`config.mk`:
```
export PLATFORM = sky130hd
export DESIGN_NAME = cpuclk_standby
export DESIGN_NICKNAME = d
export VERILOG_FILES = /design/src/rtl/cpuclk_pkg.sv /design/src/rtl/cpuclk_ctl_reg.sv /design/src/rtl/cpuclk_prescaler.sv /design/src/rtl/cpuclk_sub_div.sv /design/src/rtl/cpuclk_standby.sv
export SDC_FILE = /design/constraint.sdc
export NUM_CORES = 1
export LEC_CHECK = 0
export ABC_AREA = 1
export BUFFER_PORTS_ARGS = -buffer_cell sky130_fd_sc_hd__buf_2
export CORE_AREA = 4 4 41 43
export CTS_BUF_LIST = sky130_fd_sc_hd__clkbuf_4
export DETAILED_ROUTE_END_ITERATION = 8
export DIE_AREA = 0 0 45 47
export PLACE_DENSITY = 0.75
export RECOVER_POWER = 100
export SLEW_MARGIN = 20
export SYNTH_ARGS = -nofsm -noshare
export SYNTH_HDL_FRONTEND = slang
export SYNTH_SLANG_ARGS = --single-unit
```
`constraint.sdc`:
```
create_clock -name clk -period 2.3 [get_ports clk]
set_input_delay 0.46 -clock clk [delete_from_list [all_inputs] [get_ports clk]]
set_output_delay 0.46 -clock clk [all_outputs]
set_load 0.005 [all_outputs]
```
`src/rtl/cpuclk_pkg.sv`:
```
package cpuclk_pkg;

    // Control word: bit 3 stop, bit 2 halt, bits 1:0 clock select
    typedef struct packed {
        logic       stop;
        logic       halt;
        logic [1:0] sel;
    } ctl_word_t;

    typedef enum logic [1:0] {
        DIV_64 = 2'b00,
        DIV_16 = 2'b01,
        DIV_8  = 2'b10,
        DIV_4  = 2'b11
    } div_code_e;

    // log2 of the machine cycle length in main clock periods
    function automatic int unsigned div_log2(input logic [1:0] code);
        case (div_code_e'(code))
            DIV_64:  return 6;
            DIV_16:  return 4;
            DIV_8:   return 3;
            default: return 2;
        endcase
    endfunction

    localparam int unsigned MAX_DIV_LOG = 6;
    localparam int unsigned SUB_DIV_LOG = 2;

    function automatic logic in_standby(input ctl_word_t w);
        return w.stop | w.halt;
    endfunction

endpackage

```
`src/rtl/cpuclk_ctl_reg.sv`:
```
module cpuclk_ctl_reg
    import cpuclk_pkg::*;
(
    input  logic      clk,
    input  logic      rst,
    input  logic      sub_sel,
    input  logic      wr_en,
    input  logic [1:0] wr_sel,
    input  logic      stop_stb,
    input  logic      halt_stb,
    input  logic      release_i,
    output ctl_word_t ctl
);

    ctl_word_t nxt;
    logic      standby;
    logic      take_stop;
    logic      take_halt;

    always_comb begin
        standby   = in_standby(ctl);
        take_stop = !standby && stop_stb && !sub_sel;
        take_halt = !standby && halt_stb && !take_stop;
        nxt       = ctl;
        if (take_stop || take_halt) begin
            nxt.stop = take_stop;
            nxt.halt = take_halt;
        end else if (wr_en || release_i) begin
            nxt.stop = 1'b0;
            nxt.halt = 1'b0;
        end
        if (wr_en) begin
            nxt.sel = wr_sel;
        end
    end

    always_ff @(posedge clk) begin
        if (rst) begin
            ctl <= '0;
        end else begin
            ctl <= nxt;
        end
    end

    assert_mode_excl_R11: assert property (@(posedge clk) disable iff (rst)
        $onehot0({ctl.stop, ctl.halt}));

    assert_release_clears_R10: assert property (@(posedge clk) disable iff (rst)
        (release_i && (ctl.stop || ctl.halt)) |=> (!ctl.stop && !ctl.halt));

    assert_ignore_in_standby_R9: assert property (@(posedge clk) disable iff (rst)
        ((ctl.stop || ctl.halt) && !release_i && !wr_en) |=>
            ($stable(ctl.stop) && $stable(ctl.halt)));

    assert_stop_refused_R5: assert property (@(posedge clk) disable iff (rst)
        (!ctl.stop && !ctl.halt && stop_stb && sub_sel) |=> !ctl.stop);

    assert_stop_first_R8: assert property (@(posedge clk) disable iff (rst)
        (!ctl.stop && !ctl.halt && stop_stb && halt_stb && !sub_sel) |=>
            (ctl.stop && !ctl.halt));

    assert_write_loads_R2: assert property (@(posedge clk) disable iff (rst)
        (wr_en && !stop_stb && !halt_stb) |=>
            (ctl.sel == $past(wr_sel) && !ctl.stop && !ctl.halt));

endmodule

```
`src/rtl/cpuclk_prescaler.sv`:
```
module cpuclk_prescaler
    import cpuclk_pkg::*;
#(
    parameter int unsigned PRE_W = MAX_DIV_LOG
) (
    input  logic       clk,
    input  logic       rst,
    input  logic       hold,
    input  logic [1:0] sel,
    output logic       pulse
);

    localparam int unsigned NUM_CODES = 4;

    logic [PRE_W-1:0]     cnt;
    logic [NUM_CODES-1:0] tap;

    always_ff @(posedge clk) begin
        if (rst) begin
            cnt <= '0;
        end else if (!hold) begin
            cnt <= cnt + PRE_W'(1);
        end
    end

    for (genvar k = 0; k < NUM_CODES; k++) begin : g_tap
        localparam int unsigned L = div_log2(2'(k));
        assign tap[k] = &cnt[L-1:0];
    end

    assign pulse = tap[sel];

    assert_frozen_in_stop_R4: assert property (@(posedge clk) disable iff (rst)
        hold |=> $stable(cnt));

    assert_runs_in_halt_R3: assert property (@(posedge clk) disable iff (rst)
        !hold |=> (cnt == $past(cnt) + PRE_W'(1)));

endmodule

```
`src/rtl/cpuclk_sub_div.sv`:
```
module cpuclk_sub_div
    import cpuclk_pkg::*;
#(
    parameter int unsigned DIV_LOG = SUB_DIV_LOG
) (
    input  logic clk,
    input  logic rst,
    input  logic sub_tick,
    output logic pulse
);

    logic [DIV_LOG-1:0] cnt;

    always_ff @(posedge clk) begin
        if (rst) begin
            cnt <= '0;
        end else if (sub_tick) begin
            cnt <= cnt + DIV_LOG'(1);
        end
    end

    assign pulse = sub_tick && (&cnt);

    assert_sub_step_R7: assert property (@(posedge clk) disable iff (rst)
        sub_tick |=> (cnt == $past(cnt) + DIV_LOG'(1)));

    assert_sub_idle_R7: assert property (@(posedge clk) disable iff (rst)
        !sub_tick |=> $stable(cnt));

endmodule

```
`src/rtl/cpuclk_standby.sv`:
```
module cpuclk_standby
    import cpuclk_pkg::*;
#(
    parameter int unsigned PRE_W   = MAX_DIV_LOG,
    parameter int unsigned SUB_LOG = SUB_DIV_LOG
) (
    input  logic       clk,
    input  logic       rst,
    input  logic       sub_sel,
    input  logic       sub_tick,
    input  logic       wr_en,
    input  logic [1:0] wr_sel,
    input  logic       stop_stb,
    input  logic       halt_stb,
    input  logic       release_i,
    output logic       cpu_en,
    output logic       halt_o,
    output logic       stop_o
);

    ctl_word_t ctl;
    logic      main_pulse;
    logic      sub_pulse;

    cpuclk_ctl_reg u_ctl (
        .clk       (clk),
        .rst       (rst),
        .sub_sel   (sub_sel),
        .wr_en     (wr_en),
        .wr_sel    (wr_sel),
        .stop_stb  (stop_stb),
        .halt_stb  (halt_stb),
        .release_i (release_i),
        .ctl       (ctl)
    );

    cpuclk_prescaler #(.PRE_W(PRE_W)) u_pre (
        .clk   (clk),
        .rst   (rst),
        .hold  (ctl.stop),
        .sel   (ctl.sel),
        .pulse (main_pulse)
    );

    cpuclk_sub_div #(.DIV_LOG(SUB_LOG)) u_sub (
        .clk      (clk),
        .rst      (rst),
        .sub_tick (sub_tick),
        .pulse    (sub_pulse)
    );

    always_comb begin
        cpu_en = 1'b0;
        if (!in_standby(ctl)) begin
            cpu_en = sub_sel ? sub_pulse : main_pulse;
        end
    end

    assign halt_o = ctl.halt;
    assign stop_o = ctl.stop;

    assert_gated_standby_R11: assert property (@(posedge clk) disable iff (rst)
        (halt_o || stop_o) |-> !cpu_en);

    assert_sub_needs_tick_R7: assert property (@(posedge clk) disable iff (rst)
        (sub_sel && !sub_tick) |-> !cpu_en);

endmodule

```
==> results.json, run 1 <==
{
  "grt_pass1_vias": 460,
  "firstDrtPassIters": 4,
  "reg2reg_setup_slack_ns": 1.13,
  "areaGrowthSynthToFinish_pct": 15.05,
  "hold_slack_ns": 0.4669,
  "cp_cell_sequence": "ha_1 -> nand2_1 -> nor2_1 -> nand2_1 -> nand2_1 -> nand2_1 -> a21oi_1 -> clkbuf_2",
  "route.detailed.drc": 0,
  "start_util_pct": 44.71,
  "nets": 106,
  "ys_async_sr_fraction_pct": 0,
  "slowest_delay_ns": 0.40,
  "cts_buffer_depth": 2,
  "endpoint": "cpu_en",
  "port_buffers": 12,
  "utilization_pct": 51.44,
  "setup_tns_ns": 0,
  "cts_resized": 0,
  "fp.dieArea_sq_um": 2115,
  "cp-start-kind": "flop",
  "synthTopCellsByCount": "21 x nand2_1, 12 x dfxtp_1, 10 x nor2_1",
  "worst-path-stages": 8,
  "crit_path_end_kind": "output pin",
  "p_per_area_nw_per_um2": 614.4,
  "cts_setup_buffers": 0,
  "dp_hpwl_um": 812.2,
  "syn_area_per_cell_sq_um": 7.556,
  "postCtsHoldBufs": 0,
  "finalSetupViolations": 0,
  "cpMostUsedCell": "nand2_1",
  "syn_inst": 77,
  "run_status": "finished clean",
  "crit_family": "flip-flops",
  "fmax_mhz": 508.2,
  "dp_cells": 103,
  "skew_ns": 0.003656,
  "numCtsBuffers": 3,
  "crit_start": "u_pre.cnt[0]$_SDFFE_PP0N_",
  "grt_antenna_before_repair": 0,
  "yosysMostFrequentCell": "nand2_1",
  "max_slew_margin_pct": 85.27,
  "track_usage_pct": 11.36,
  "yosysWarnings": 0,
  "grt_pass1_wl_mm": 1.718,
  "dominantRegCellSynth": "dfxtp_1",
  "peakVddDrop_v": 0.0004344,
  "internal-power_w": 0.0003093,
  "synth_fp_nets": 90,
  "coreArea_sq_um": 1301,
  "final-max-slew-violation-count": 0,
  "netlist_area_sq_um": 581.8,
  "crit_buf_inv": 1,
  "drive_gt1_share_pct": 19.78,
  "cts_tree": "yes",
  "ys_seq_elements": 12,
  "slowest_stage": "dfxtp_1",
  "ant_nets": 0,
  "ys_seq_area_share_pct": 41.29,
  "min_path_type": "in2reg",
  "final_cells": 106,
  "clkSlewWorstSetupHoldPaths_ns": 0.07,
  "critPathRequiredTime_ns": 1.84,
  "p_sw_share_pct": 24.78,
  "rsz0062_at_grt": "no",
  "fp.dieW_um": 45,
  "gr-total-overflow": 0,
  "die_y_um": 47,
  "r2r_cells": 6,
  "vias": 491,
  "pwr-share-comb_pct": 13.5,
  "p_sw_w": 0.0001019,
  "finalCritPeriodShare_pct": 85.55,
  "p_seq_share_pct": 56.7,
  "cts_htree_levels": 1,
  "worst_pin_slew_ns": 0.2201,
  "worstSkewPairLatency_ns": 0.26,
  "crit_arrival_ns": 1.51,
  "netlist.area_leader.share_pct": 41.29,
  "min_period_ns": 1.968,
  "cap_viol_max_count": 0,
  "num_rows": 13,
  "wl_mm": 1.011,
  "cts.sinks": 12,
  "io_pins": 13,
  "worstReg2RegStart": "u_ctl.ctl[3]$_SDFFE_PP0P_",
  "clockRootBuffer": "clkbuf_4",
  "grt_max_degree": 13,
  "finalHoldViolations": 0,
  "crit_type": "reg2out",
  "synth_top_area_cell": "dfxtp_1",
  "drt_iter0_markers": 11,
  "vias_per_cell": 4.632,
  "drt-wirelength-per-cell_um": 9.538,
  "synth_edf_count": 0,
  "r2r-end": "u_pre.cnt[5]$_SDFFE_PP0N_",
  "clock_power_share_pct": 29.8,
  "gp_congestion": 0.7995,
  "path_max_fanout": 3,
  "synth_area_leaders": "dfxtp_1 41%, nand2_1 14%, ha_1 6.5%",
  "synth.distinct_cells": 20,
  "leakage_nw": 0.3001,
  "diodes": 0
}
flip-flops by register name (all words and copies together) (netlist names):
name	cells
u_pre.cnt	6
u_ctl.ctl	4
u_sub.cnt	2
worst min-delay path by stage:
stage / from / to / cells after the start
3_3_place_gp: u_ctl.ctl[2]$_SDFFE_PP0P_ / u_ctl.ctl[2]$_SDFFE_PP0P_ / 2
6_report: wr_sel[0] / u_ctl.ctl[0]$_SDFFE_PP0P_ / 3
5_1_grt: halt_stb / u_ctl.ctl[2]$_SDFFE_PP0P_ / 3
4_1_cts: wr_sel[0] / u_ctl.ctl[0]$_SDFFE_PP0P_ / 3
3_5_place_dp: u_ctl.ctl[2]$_SDFFE_PP0P_ / u_ctl.ctl[2]$_SDFFE_PP0P_ / 2
2_1_floorplan: u_ctl.ctl[1]$_SDFFE_PP0P_ / u_ctl.ctl[1]$_SDFFE_PP0P_ / 2
cells in the final DEF, fill, tap and decap left out:
| cell type | Yosys | final |
|---|---|---|
| a211oi_1 | 2 | 2 |
| a21oi_1 | 6 | 6 |
| buf_2 | 0 | 11 |
| clkbuf_2 | 0 | 1 |
| clkbuf_4 | 0 | 3 |
| dfxtp_1 | 12 | 12 |
| ha_1 | 3 | 3 |
| inv_1 | 8 | 9 |
| mux2i_1 | 1 | 1 |
| nand2_1 | 21 | 21 |
| nand2_4 | 1 | 1 |
| nand3_1 | 3 | 3 |
| nand3_2 | 1 | 1 |
| nor2_1 | 10 | 12 |
| nor3_1 | 1 | 1 |
| nor3b_1 | 1 | 1 |
| nor3b_2 | 1 | 1 |
| o21bai_1 | 1 | 1 |
| xnor2_1 | 1 | 1 |
stage by stage:
step                 power, W  cell area [sq um]  worst slack, ns
floorplan           0.0002749              581.8           0.8202
global placement    0.0002939              656.9           0.6961
detailed placement  0.0002952              656.9           0.6603
CTS                 0.0004191              679.4           0.3537
global route        0.0004375              669.4           0.1708
finish              0.0004113              669.4           0.3323
cells by family (layout without fill, tap and decap cells):
kind of cell / Yosys count / after routing / share of synthesized area [%]
xor+xnor: 1 / 1 / 1.506
compound gates: 9 / 9 / 9.032
simple gates: 41 / 41 / 33.55
fa+ha+maj: 3 / 3 / 6.452
flops: 12 / 12 / 41.29
mux: 1 / 1 / 1.720
buf+inv: 10 / 24 / 6.451
metal layers:
| metal | track usage (%) | share of wire, % | vias up |
|---|---|---|---|
| li1 | - | - | 277 |
| met1 | 11.78 | 49 | 205 |
| met2 | 20.06 | 46 | 9 |
| met3 | 5.747 | 5.4 | 0 |
| met4 | 3.509 | 0 | 0 |
| met5 | 0 | 0 | - |
cell type report:
class / count / area, sq um
clock buffer: 3 / 22.52
tap: 15 / 18.77
inverter: 9 / 33.78
sequential: 12 / 240.2
timing repair buffer: 12 / 60.06
multi-input combinational: 55 / 294.0
fill: 134 / 631.9
power groups by stage:
| stage | Sequential, W | Clock [W] | Combinational [W] |
|---|---|---|---|
| after floorplan | 0.000236 | 0 | 0.0000391 |
| after global placement | 0.000238 | 0 | 0.0000562 |
| after detailed placement | 0.000238 | 0 | 0.0000570 |
| after CTS | 0.000233 | 0.000128 | 0.0000573 |
| after global routing | 0.000235 | 0.000137 | 0.0000650 |
| final | 0.000233 | 0.000123 | 0.0000556 |
tightest hold or removal path, cell delays in order:
cell,delay [ns]
buf_2,0.09
nor2_1,0.09
a211oi_1,0.05
Power figures use the tool's default switching activity.
==> run 2: changes to the inputs <==
--- a/config.mk
+++ b/config.mk
@@ -11,6 +11,7 @@
 export CTS_BUF_LIST = sky130_fd_sc_hd__clkbuf_4
 export DETAILED_ROUTE_END_ITERATION = 8
 export DIE_AREA = 0 0 45 47
+export GPL_TIMING_DRIVEN = 0
 export PLACE_DENSITY = 0.75
 export RECOVER_POWER = 100
 export SLEW_MARGIN = 20
==> results.json, run 2 (synthesized netlist as in run 1, its figures left out) <==
{
  "seq_area_sq_um": 240.2,
  "vias": 502,
  "grt_max_degree": 11,
  "track_usage_pct": 12.78,
  "crit_buf_inv": 1,
  "cts_buffer_depth": 2,
  "firstDrtPassIters": 4,
  "grt_pass1_wl_mm": 1.883,
  "slowest_stage": "dfxtp_1",
  "reg_top3": "u_pre.cnt (6), u_ctl.ctl (4), u_sub.cnt (2)",
  "io_pins": 13,
  "leakage_nw": 0.2930,
  "worstReg2RegStart": "u_ctl.ctl[3]$_SDFFE_PP0P_",
  "fp.dieW_um": 45,
  "worst_pin_slew_ns": 0.4985,
  "rsz0062_at_grt": "no",
  "top_register": "u_pre.cnt",
  "r2r_cells": 5,
  "min_period_ns": 2.009,
  "totalPowerFinal_w": 0.0004233,
  "r2r-end": "u_pre.cnt[3]$_SDFFE_PP0N_",
  "clkSlewWorstSetupHoldPaths_ns": 0.08,
  "cts_tree": "yes",
  "worstSkewPairLatency_ns": 0.27,
  "numCtsBuffers": 3,
  "max_slew_margin_pct": 66.77,
  "fmax_mhz": 497.7,
  "cts.sinks": 12,
  "grt_antenna_before_repair": 0,
  "nets": 107,
  "postCtsHoldBufs": 0,
  "wl_mm": 1.074,
  "areaGrowthSynthToFinish_pct": 15.70,
  "route.detailed.drc": 0,
  "peakVddDrop_v": 0.0003497,
  "cp-start-kind": "flop",
  "worst-path-stages": 8,
  "cp_cell_sequence": "ha_1 -> nand2_1 -> nor2_1 -> nand2_1 -> nand2_1 -> nand2_1 -> a21oi_1 -> clkbuf_1",
  "path_max_fanout": 3,
  "crit_path_end_kind": "output pin",
  "diodes": 0,
  "finalHoldViolations": 0,
  "multiInputGateArea_sq_um": 294.0,
  "vias_per_cell": 4.648,
  "dp_hpwl_um": 830.2,
  "cpMostUsedCell": "nand2_1",
  "drt-wirelength-per-cell_um": 9.944,
  "drive_gt1_share_pct": 16.13,
  "cts_setup_buffers": 0,
  "cts_htree_levels": 1,
  "grt_pass1_vias": 480,
  "largest_register_ff_count": 6,
  "p_per_area_nw_per_um2": 628.8,
  "setup_tns_ns": 0,
  "cts_resized": 0,
  "crit_arrival_ns": 1.55,
  "gp_congestion": 0.7746,
  "final_cell_mix": "21 x nand2_1, 12 x nor2_1, 12 x dfxtp_1",
  "die_y_um": 47,
  "run_status": "finished clean",
  "final_common_cell": "nand2_1",
  "slowest_delay_ns": 0.40,
  "endpoint": "cpu_en",
  "cap_viol_max_count": 0,
  "dp_cells": 104,
  "coreArea_sq_um": 1301,
  "port_buffers": 12,
  "start_util_pct": 44.71,
  "hold_slack_ns": 0.3970,
  "finalSetupViolations": 0,
  "min_path_type": "in2reg",
  "crit_family": "flip-flops",
  "critPathRequiredTime_ns": 1.84,
  "crit_start": "u_pre.cnt[0]$_SDFFE_PP0N_",
  "reg2reg_setup_slack_ns": 1.08,
  "crit_type": "reg2out",
  "drt_iter0_markers": 6,
  "n_fill_cell": 138,
  "skew_ns": 0.007882,
  "gr-total-overflow": 0,
  "final-max-slew-violation-count": 0,
  "clockRootBuffer": "clkbuf_4",
  "num_rows": 13,
  "fp.dieArea_sq_um": 2115,
  "finalCritPeriodShare_pct": 87.36,
  "final_cells": 108,
  "ant_nets": 0
}
[run 2: worst min-delay path by stage]
stage	end	start	depth (start not counted)
after floorplan	u_ctl.ctl[1]$_SDFFE_PP0P_	u_ctl.ctl[1]$_SDFFE_PP0P_	2
after global placement	u_ctl.ctl[2]$_SDFFE_PP0P_	u_ctl.ctl[2]$_SDFFE_PP0P_	2
after detailed placement	u_ctl.ctl[1]$_SDFFE_PP0P_	u_ctl.ctl[1]$_SDFFE_PP0P_	2
after CTS	u_ctl.ctl[1]$_SDFFE_PP0P_	rst	2
after global routing	u_ctl.ctl[1]$_SDFFE_PP0P_	rst	2
final	u_ctl.ctl[1]$_SDFFE_PP0P_	rst	2
[run 2: final cells by class]
type,instances,share of cell area [%]
Multi-Input combinational cell,55,43.68
Sequential cell,12,35.69
Timing Repair Buffer,12,8.364
Inverter,9,5.019
Clock buffer,3,3.346
Tap cell,15,2.788
Clock inverter,1,0.5576
Buffer,1,0.5576
[run 2: per-layer routing]
layer  global-route usage, %  up-vias  share of wire [%]
met3                   3.448        2                4.6
met1                   13.59      216                 44
li1                        -      277                  -
met2                   22.03        7                 50
met5                       0        -                  0
met4                   8.772        0                1.2
[run 2: power breakdown]
group / total (W) / leakage (nW) / internal, W / switching (W)
registers: 0.000233 / 0.0985 / 0.000222 / 0.0000112
logic: 0.0000556 / 0.179 / 0.0000267 / 0.0000289
clock network: 0.000135 / 0.0154 / 0.0000628 / 0.0000721
total: 0.000423 / 0.293 / 0.000311 / 0.000112
[run 2: stage by stage]
stage	instance area (sq um)	util, %	setup slack [ns]
6_report	673.1	51.73	0.2908
5_1_grt	673.1	51.73	0.1476
4_1_cts	686.9	52.79	0.3133
3_5_place_dp	660.6	50.77	0.6193
3_3_place_gp	660.6	50.77	0.6516
2_1_floorplan	581.8	-	0.8202
